$ cat config.mk
export PLATFORM = sky130hd
export DESIGN_NAME = pwm_top
export DESIGN_NICKNAME = d
export VERILOG_FILES = /design/src/rtl/pwm_pkg.sv /design/src/rtl/pwm_phase_accum.sv /design/src/rtl/pwm_angle_check.sv /design/src/rtl/pwm_wave_shaper.sv /design/src/rtl/pwm_top.sv
export SDC_FILE = /design/constraint.sdc
export NUM_CORES = 1
export LEC_CHECK = 0
export ABC_AREA = 1
export BUFFER_PORTS_ARGS = -buffer_cell sky130_fd_sc_hd__buf_2
export CAP_MARGIN = 20
export CORE_MARGIN = 4
export CORE_UTILIZATION = 55
export DETAILED_ROUTE_END_ITERATION = 12
export GPL_ROUTABILITY_DRIVEN = 0
export PLACE_DENSITY = 0.8
export SLEW_MARGIN = 20
export SYNTH_ARGS = -nofsm -noshare
export SYNTH_HDL_FRONTEND = slang
export SYNTH_SLANG_ARGS = --single-unit
$ cat constraint.sdc
create_clock -name clk_i -period 8.35 [get_ports clk_i]
set_input_delay 1.67 -clock clk_i [delete_from_list [all_inputs] [get_ports clk_i]]
set_output_delay 1.67 -clock clk_i [all_outputs]
set_load 0.05 [all_outputs]
$ cat src/rtl/pwm_pkg.sv
package pwm_pkg;

  typedef enum logic [1:0] {
    LVL_ZERO = 2'b00,
    LVL_POS  = 2'b01,
    LVL_NEG  = 2'b11
  } level_e;

  localparam logic [3:0] GATE_OFF  = 4'b0000;
  localparam logic [3:0] GATE_POS  = 4'b1001;
  localparam logic [3:0] GATE_NEG  = 4'b0110;
  localparam logic [3:0] GATE_ZERO = 4'b0101;

  function automatic logic [3:0] gate_of(level_e lvl);
    case (lvl)
      LVL_POS: gate_of = GATE_POS;
      LVL_NEG: gate_of = GATE_NEG;
      default: gate_of = GATE_ZERO;
    endcase
  endfunction

endpackage

$ cat src/rtl/pwm_phase_accum.sv
module pwm_phase_accum #(
  parameter int PHASE_W = 16
) (
  input  logic               clk_i,
  input  logic               rst_ni,
  input  logic [PHASE_W-1:0] inc_i,
  output logic [PHASE_W-1:0] phase_o,
  output logic               half_o
);

  logic [PHASE_W-1:0] phase_q, phase_d;
  logic               half_q;

  assign phase_d = phase_q + inc_i;

  always_ff @(posedge clk_i or negedge rst_ni) begin
    if (!rst_ni) begin
      phase_q <= '0;
      half_q  <= 1'b0;
    end else begin
      phase_q <= phase_d;
      half_q  <= phase_d[PHASE_W-1] ^ phase_q[PHASE_W-1];
    end
  end

  assign phase_o = phase_q;
  assign half_o  = half_q;

endmodule

$ cat src/rtl/pwm_angle_check.sv
module pwm_angle_check #(
  parameter int N_ANG = 4,
  parameter int ANG_W = 14,
  parameter int CNT_W = 3
) (
  input  logic [N_ANG-1:0][ANG_W-1:0] angles_i,
  input  logic [CNT_W-1:0]            cnt_i,
  output logic                        bad_o
);

  logic [N_ANG-1:0] desc;

  assign desc[0] = 1'b0;

  for (genvar j = 1; j < N_ANG; j++) begin : g_pair
    assign desc[j] = (cnt_i > CNT_W'(j)) && (angles_i[j] <= angles_i[j-1]);
  end

  assign bad_o = (cnt_i > CNT_W'(N_ANG)) || (|desc);

endmodule

$ cat src/rtl/pwm_wave_shaper.sv
module pwm_wave_shaper
  import pwm_pkg::*;
#(
  parameter int PHASE_W = 16,
  parameter int N_ANG   = 4,
  parameter int ANG_W   = PHASE_W - 2,
  parameter int CNT_W   = 3
) (
  input  logic [PHASE_W-1:0]          phase_i,
  input  logic [N_ANG-1:0][ANG_W-1:0] angles_i,
  input  logic [CNT_W-1:0]            cnt_i,
  input  logic                        mode_i,
  output level_e                      level_o
);

  localparam logic [PHASE_W-1:0] HALF = PHASE_W'(1) << (PHASE_W - 1);

  logic               neg_half;
  logic [PHASE_W-1:0] in_half, folded;
  logic [N_ANG-1:0]   crossed;
  logic               odd;

  assign neg_half = phase_i[PHASE_W-1];
  assign in_half  = {1'b0, phase_i[PHASE_W-2:0]};
  // second quarter mirrors about 90 degrees
  assign folded   = phase_i[PHASE_W-2] ? (HALF - in_half) : in_half;

  for (genvar j = 0; j < N_ANG; j++) begin : g_cmp
    assign crossed[j] = (cnt_i > CNT_W'(j)) &&
                        (folded >= {2'b00, angles_i[j]});
  end

  assign odd = ^crossed;

  always_comb begin
    if (mode_i) begin
      if (!odd)          level_o = LVL_ZERO;
      else if (neg_half) level_o = LVL_NEG;
      else               level_o = LVL_POS;
    end else begin
      level_o = (odd ^ neg_half) ? LVL_NEG : LVL_POS;
    end
  end

endmodule

$ cat src/rtl/pwm_top.sv
module pwm_top
  import pwm_pkg::*;
#(
  parameter int  PHASE_W = 16,
  parameter int  N_ANG   = 4,
  localparam int ANG_W   = PHASE_W - 2,
  localparam int CNT_W   = $clog2(N_ANG + 1)
) (
  input  logic                        clk_i,
  input  logic                        rst_ni,
  input  logic [PHASE_W-1:0]          phase_inc_i,
  input  logic                        mode_i,
  input  logic [CNT_W-1:0]            ang_cnt_i,
  input  logic [N_ANG-1:0][ANG_W-1:0] angles_i,
  output logic [1:0]                  level_o,
  output logic [3:0]                  gate_o,
  output logic                        err_o,
  output logic                        half_o
);

  logic [PHASE_W-1:0] phase;
  logic               bad;
  level_e             shaped, level_d;
  logic [1:0]         level_q;
  logic [3:0]         gate_q;
  logic               err_q;

  pwm_phase_accum #(.PHASE_W(PHASE_W)) u_accum (
    .clk_i   (clk_i),
    .rst_ni  (rst_ni),
    .inc_i   (phase_inc_i),
    .phase_o (phase),
    .half_o  (half_o)
  );

  pwm_angle_check #(.N_ANG(N_ANG), .ANG_W(ANG_W), .CNT_W(CNT_W)) u_check (
    .angles_i (angles_i),
    .cnt_i    (ang_cnt_i),
    .bad_o    (bad)
  );

  pwm_wave_shaper #(
    .PHASE_W(PHASE_W), .N_ANG(N_ANG), .ANG_W(ANG_W), .CNT_W(CNT_W)
  ) u_shaper (
    .phase_i  (phase),
    .angles_i (angles_i),
    .cnt_i    (ang_cnt_i),
    .mode_i   (mode_i),
    .level_o  (shaped)
  );

  assign level_d = bad ? LVL_ZERO : shaped;

  always_ff @(posedge clk_i or negedge rst_ni) begin
    if (!rst_ni) begin
      level_q <= LVL_ZERO;
      gate_q  <= GATE_OFF;
      err_q   <= 1'b0;
    end else begin
      level_q <= level_d;
      gate_q  <= gate_of(level_d);
      err_q   <= bad;
    end
  end

  assign level_o = level_q;
  assign gate_o  = gate_q;
  assign err_o   = err_q;

endmodule

# Word level (Yosys, flattened, before mapping)
# Cells that the tools add are included.
# classes
n_addsub	2
order_cmp	12
eq_ne	2
muxes	7
bitwise	2
n_reduce_logical	10
# op_table
op	count
greater-or-equal comparator 16 x 14 -> 1 bit	4
less-or-equal comparator 14 bit	3
adder 16 bit	1
2-to-1 mux 16 bit	1
subtractor 16 x 15 -> 16 bit (first input constant)	1
2-to-1 mux 2 bit	5
case mux 4 bit (2 select lines)	1
logical AND 1 bit	7
> comparator 3 x 1 -> 1 bit (second input constant)	2
> comparator 3 x 2 -> 1 bit (second input constant)	2
parity 4 bit	1
> comparator 3 bit (second input constant)	1
OR reduction 3 bit	1
equality test 2 x 1 -> 1 bit (second input constant)	1
equality test 2 bit (second input constant)	1
bitwise XOR 1 bit	2
logical OR 1 bit	1
# word_totals
regBits	24
inputBits	78
out_inout_bits	8
word_cells	40

# Logic depth before layout (Yosys ltp)
# depth
word_depth	11
mapped_depth	25
mapped_depth_nobuf	25

# Hierarchy
# Synthesis repeated with hierarchy kept, for this count alone.
# unflattened
hier_cells	756
hier_area_um2	4799.6
# by_module_without_submodules
mod	n_inst	cells_per_inst	area_each_um2	seq_area_each_um2
pwm_wave_shaper	1	361	2105.8	0.0
pwm_phase_accum	1	161	1252.5	425.4
pwm_angle_check	1	217	1226.2	0.0
pwm_top	1	17	215.2	175.2

# Worst setup path before layout
# No wires, ideal clock.
# synth_timing
kind	input-to-reg
from	in angles_i[35] in the netlist's numbering
to	reg gate_q[1], in the netlist gate_o[1]
setup_time_ns	0.112
t_arrival_ns	3.432
required_time_ns	8.238
path_slack_ns	4.806
path_stages	21
path_buffers	0
cell_sequence	inv_1 > ha_1 > nand2_1 > inv_1 > nand2_1 > nand2_1 > a21oi_1 > nand3_1 > nand2_2 > nand2_2 > nand2_2 > inv_1 > nand2_1 > nand2_1 > nand2_2 > nand2_1 > ha_1 > mux2i_1 > nor2_2 > nand2_2 > inv_2
# synth_via
elab_chain_cells	9
elab_cells_between_ends	17
classes_between	order compare: 3; eq/ne: 2; mux: 5; bitwise: 1; reduce/logical: 6
# synth_rtl
element	line	text
start: declaration	pwm_top.sv:14	input logic [N_ANG-1:0][ANG_W-1:0] angles_i,
greater-or-equal comparator 16 x 14 -> 1 bit	pwm_wave_shaper.sv:30	(folded >= {2'b00, angles_i[j]});
logical AND 1 bit	pwm_wave_shaper.sv:29	assign crossed[j] = (cnt_i > CNT_W'(j)) &&
parity 4 bit	pwm_wave_shaper.sv:33	assign odd = ^crossed;
bitwise XOR 1 bit	pwm_wave_shaper.sv:41	level_o = (odd ^ neg_half) ? LVL_NEG : LVL_POS;
2-to-1 mux 2 bit	pwm_wave_shaper.sv:41	
2-to-1 mux 2 bit	pwm_wave_shaper.sv:36	if (mode_i) begin
2-to-1 mux 2 bit (*)	pwm_top.sv:52	assign level_d = bad ? LVL_ZERO : shaped;
net level_d[1]	pwm_top.sv:23	level_e shaped, level_d;
equality test 2 bit / equality test 2 x 1 -> 1 bit (equally long branches)	pwm_pkg.sv:15	case (lvl)
case mux 4 bit (2 select lines) (*)	pwm_pkg.sv:15	
end signal: assignment	pwm_top.sv:61	gate_q <= gate_of(level_d);
end: declaration	pwm_top.sv:25	logic [3:0] gate_q;
# The timed path passes the listed nets; every way through them passes the cells marked *.

# Worst setup path in the final report
# layout_timing
from	reg u_accum.phase_q[2], in the netlist u_accum.phase_o[2]
to	reg gate_q[1], in the netlist gate_o[1]
# layout_via
elab_chain_cells	11
elab_cells_between_ends	19
classes_between	add/sub: 1; order compare: 4; eq/ne: 2; mux: 6; bitwise: 1; reduce/logical: 5
# layout_rtl
element	line	text
start: declaration	pwm_phase_accum.sv:11	logic [PHASE_W-1:0] phase_q, phase_d;
start signal: assignment	pwm_phase_accum.sv:21	phase_q <= phase_d;
subtractor 16 x 15 -> 16 bit	pwm_wave_shaper.sv:26	assign folded = phase_i[PHASE_W-2] ? (HALF - in_half) : in_half;
2-to-1 mux 16 bit (*)	pwm_wave_shaper.sv:26	
greater-or-equal comparator 16 x 14 -> 1 bit	pwm_wave_shaper.sv:30	
logical AND 1 bit	pwm_wave_shaper.sv:29	
parity 4 bit (*)	pwm_wave_shaper.sv:33	
bitwise XOR 1 bit	pwm_wave_shaper.sv:41	
2-to-1 mux 2 bit	pwm_wave_shaper.sv:41	
2-to-1 mux 2 bit (*)	pwm_wave_shaper.sv:36	
2-to-1 mux 2 bit (*)	pwm_top.sv:52	
net level_d[1]	pwm_top.sv:23	
equality test 2 bit / equality test 2 x 1 -> 1 bit (equally long branches)	pwm_pkg.sv:15	
case mux 4 bit (2 select lines) (*)	pwm_pkg.sv:15	
# Marks and branches as above.

==> impl_metrics.ini <==
[synth]
synth_edf_count = 0
synth-xor-area-share = 0.0564
yosys-top-cells-count = nand2_1 (123), ha_1 (115), inv_1 (115)
syn_inst = 611
ys.flop_type = dfrtp_1
async_flop_share = 1.00
avgSynthCellArea_sq_um = 7.12
synth_top_family_by_area = adder cells
synth_most_common_cell = nand2_1
yosysWarnings = 0
synth.ff_latch_count = 24
synthMuxAreaShare = 0.00230
synth_simple_gate_area_frac = 0.230
syn_area_sq_mm = 0.00435
synthAdderAreaFrac = 0.335
synth_fp_nets = 805
synth_cell_types = 33
synth_compound_area_frac = 0.133
synth_top_area_cell = ha_1
synthTopCellsByArea = ha_1 (33%), dfrtp_1 (14%), nand2_1 (11%), inv_1 (9.9%), a21oi_1 (6.0%)
ys_seq_area_frac = 0.138
synth.top_cell.area_share = 0.331

[sta]
fmax_mhz = 260
finalHoldViolCount = 0
max_slew_margin = 0.543
min_period_ns = 3.84
setup_tns_ns = 0
fin_worst_skew_ns = 0.00122
setup_slack_ns = 4.51
period_share = 0.460
final-setup-viol-count = 0
finalMaxSlewViolations = 0
tightest_slew_ns = 0.679
rsz0062_at_grt = false

[cells_and_area]
diodes = 0
drive_above_1_share = 0.186
syn_to_final_growth_pct = 14.3
nNetsFinal = 894

[floorplan]
die-area_sq_mm = 0.00940
ios = 86
rows = 32
start_util = 0.563
fp.coreArea_sq_mm = 0.00773
die_h_um = 97.0
die_x_um = 97.0

[route]
drt_iter0_drc = 90
vias = 4163
ant_nets = 0
drt-wirelength-per-cell_um = 12.5
firstDrtPassIters = 5
routed_via_density = 5.20
wirelength_um = 10000
drc = 0

[global_routing]
grt_pass1_vias = 4349
grt_max_degree = 25
grt_usage = 0.219
antenna_found_initial = 1
grt_pass1_wl_um = 17900
grt_overflow = 0

[worst_setup_path]
crit_slowest_cell = dfrtp_1
crit_path_frequent_cell = nand2_1
cp_num_buf_inv = 1
endpoint_kind = flop
crit_type = reg -> reg
startpoint_type = flop
cp-startpoint = u_accum.phase_o[2]
rr_worst_depth = 19
crit_path_max_fanout = 4
crit_path_max_incr_delay_ns = 0.42
cp.depth = 19
worstPathArrival_ns = 4.01
cp.required_ns = 8.51
crit-reg2reg-launch = u_accum.phase_o[2]
path_delay_family = simple AND/OR/NAND/NOR gates
path_cells = nor3_1 > nand4_1 > o31ai_1 > o21ai_0 > xor2_1 > ha_1 > a21oi_1 > o211ai_2 > nor2_1 > nor2_1 > nand2_1 > nand2_1 > nand2_2 > nand2_1 > ha_1 > mux2i_1 > nor2_2 > nand2_2 > inv_2

[placed_design]
preCtsSetupSlack_ns = 4.46
place.port_buffers = 85
hpwl_um = 9180

[clock_tree]
post_cts_buffers = 0
cts.sinks = 24
root_buffer = clkbuf_8
htreeDepth = 1
clkTransAtPathRegs_ns = 0.08
cts_resized = 0
hold_buffers = 0
cts_tree = built
clockBufferDepth = 2
clkLatencyLatePin_ns = 0.26
cts_buffers = 3

[power_and_ir_drop]
ir_drop_v = 0.000213
p_leak_nw = 2.97
p_per_area_mw_per_mm2 = 366

[outcome]
status = completed

[min_path]
hp-class = reg -> reg
worstHoldStart = u_accum.phase_o[0]
whs_path_depth = 1

[job]
max_cap_viol_count = 0
==> cell families (layout without fill, tap and decap cells) <==
group,after synthesis,in the layout
multiplexers,1,1
flip-flops,24,24
buffers and inverters,122,210
AO/OA/AOI/OAI,97,97
XOR/XNOR,28,28
adder cells (fa/ha/maj),116,116
AND/OR/NAND/NOR,223,223
==> worst paths after layout <==
check | end | slack (ns)
max | gate_o[1] | 4.51
min | u_accum.phase_o[0] | 0.54
max reg2reg | gate_o[1] | 4.51
min reg2reg | u_accum.phase_o[0] | 0.54
max in group asynchronous | u_accum.phase_o[5] | 6.65
min in group asynchronous | u_accum.phase_o[15] | 1.37
==> power breakdown <==
group / switching (mW) / internal [mW] / total [mW]
combinational: 0.916 / 0.567 / 1.48
sequential: 0.0646 / 0.176 / 0.241
clock: 0.0339 / 0.0640 / 0.0979
==> sequential cells by signal (all words and copies together), names as in the netlist <==
name,count
u_accum.half_o,1
level_o,2
err_o,1
u_accum.phase_o,16
gate_o,4
==> layer usage <==
layer	global-route usage	vias up	wire, um
met3	0.0274	20	392
met1	0.259	1864	4400
met4	0.0518	2	186
li1	-	2194	-
met5	0	-	13
met2	0.414	83	5050
==> stage by stage <==
step	hold slack (ns)	std cells	power, mW	util	cell area, sq um
2_1_floorplan	0.486	611	1.39	-	4350
3_3_place_gp	0.520	797	1.64	0.634	4900
3_5_place_dp	0.525	797	1.73	0.634	4900
4_1_cts	0.542	801	1.83	0.643	4970
5_1_grt	0.563	801	2.08	0.643	4970
6_report	0.535	801	1.82	0.643	4970
==> placed cells by master (no fill, tap or decap), types with 2 or more instances in the layout <==
cell type,instances
o21ai_2,2
buf_2,85
nand3_4,2
o31ai_1,2
clkbuf_8,3
a21o_1,4
nor2_1,36
nand3_1,22
nor3_1,6
ha_1,115
nor2_4,3
xor2_1,21
inv_1,115
o41ai_1,2
dfrtp_1,24
inv_2,6
o211ai_1,5
o21ai_0,18
xnor2_1,7
o21a_1,2
nor2_2,4
a21oi_1,52
nand2_2,18
o21ai_1,2
o211ai_2,4
nand2_1,123
nand4_1,8
==> layout make-up <==
type | instances | area (sq um)
Clock buffer | 3 | 41.3
Multi-Input combinational cell | 465 | 3290
Tap cell | 102 | 128
Inverter | 121 | 454
Fill cell | 674 | 2760
Sequential cell | 24 | 601
Timing Repair Buffer | 85 | 425
Clock inverter | 1 | 30.0
(Power assumes the default switching activity.)
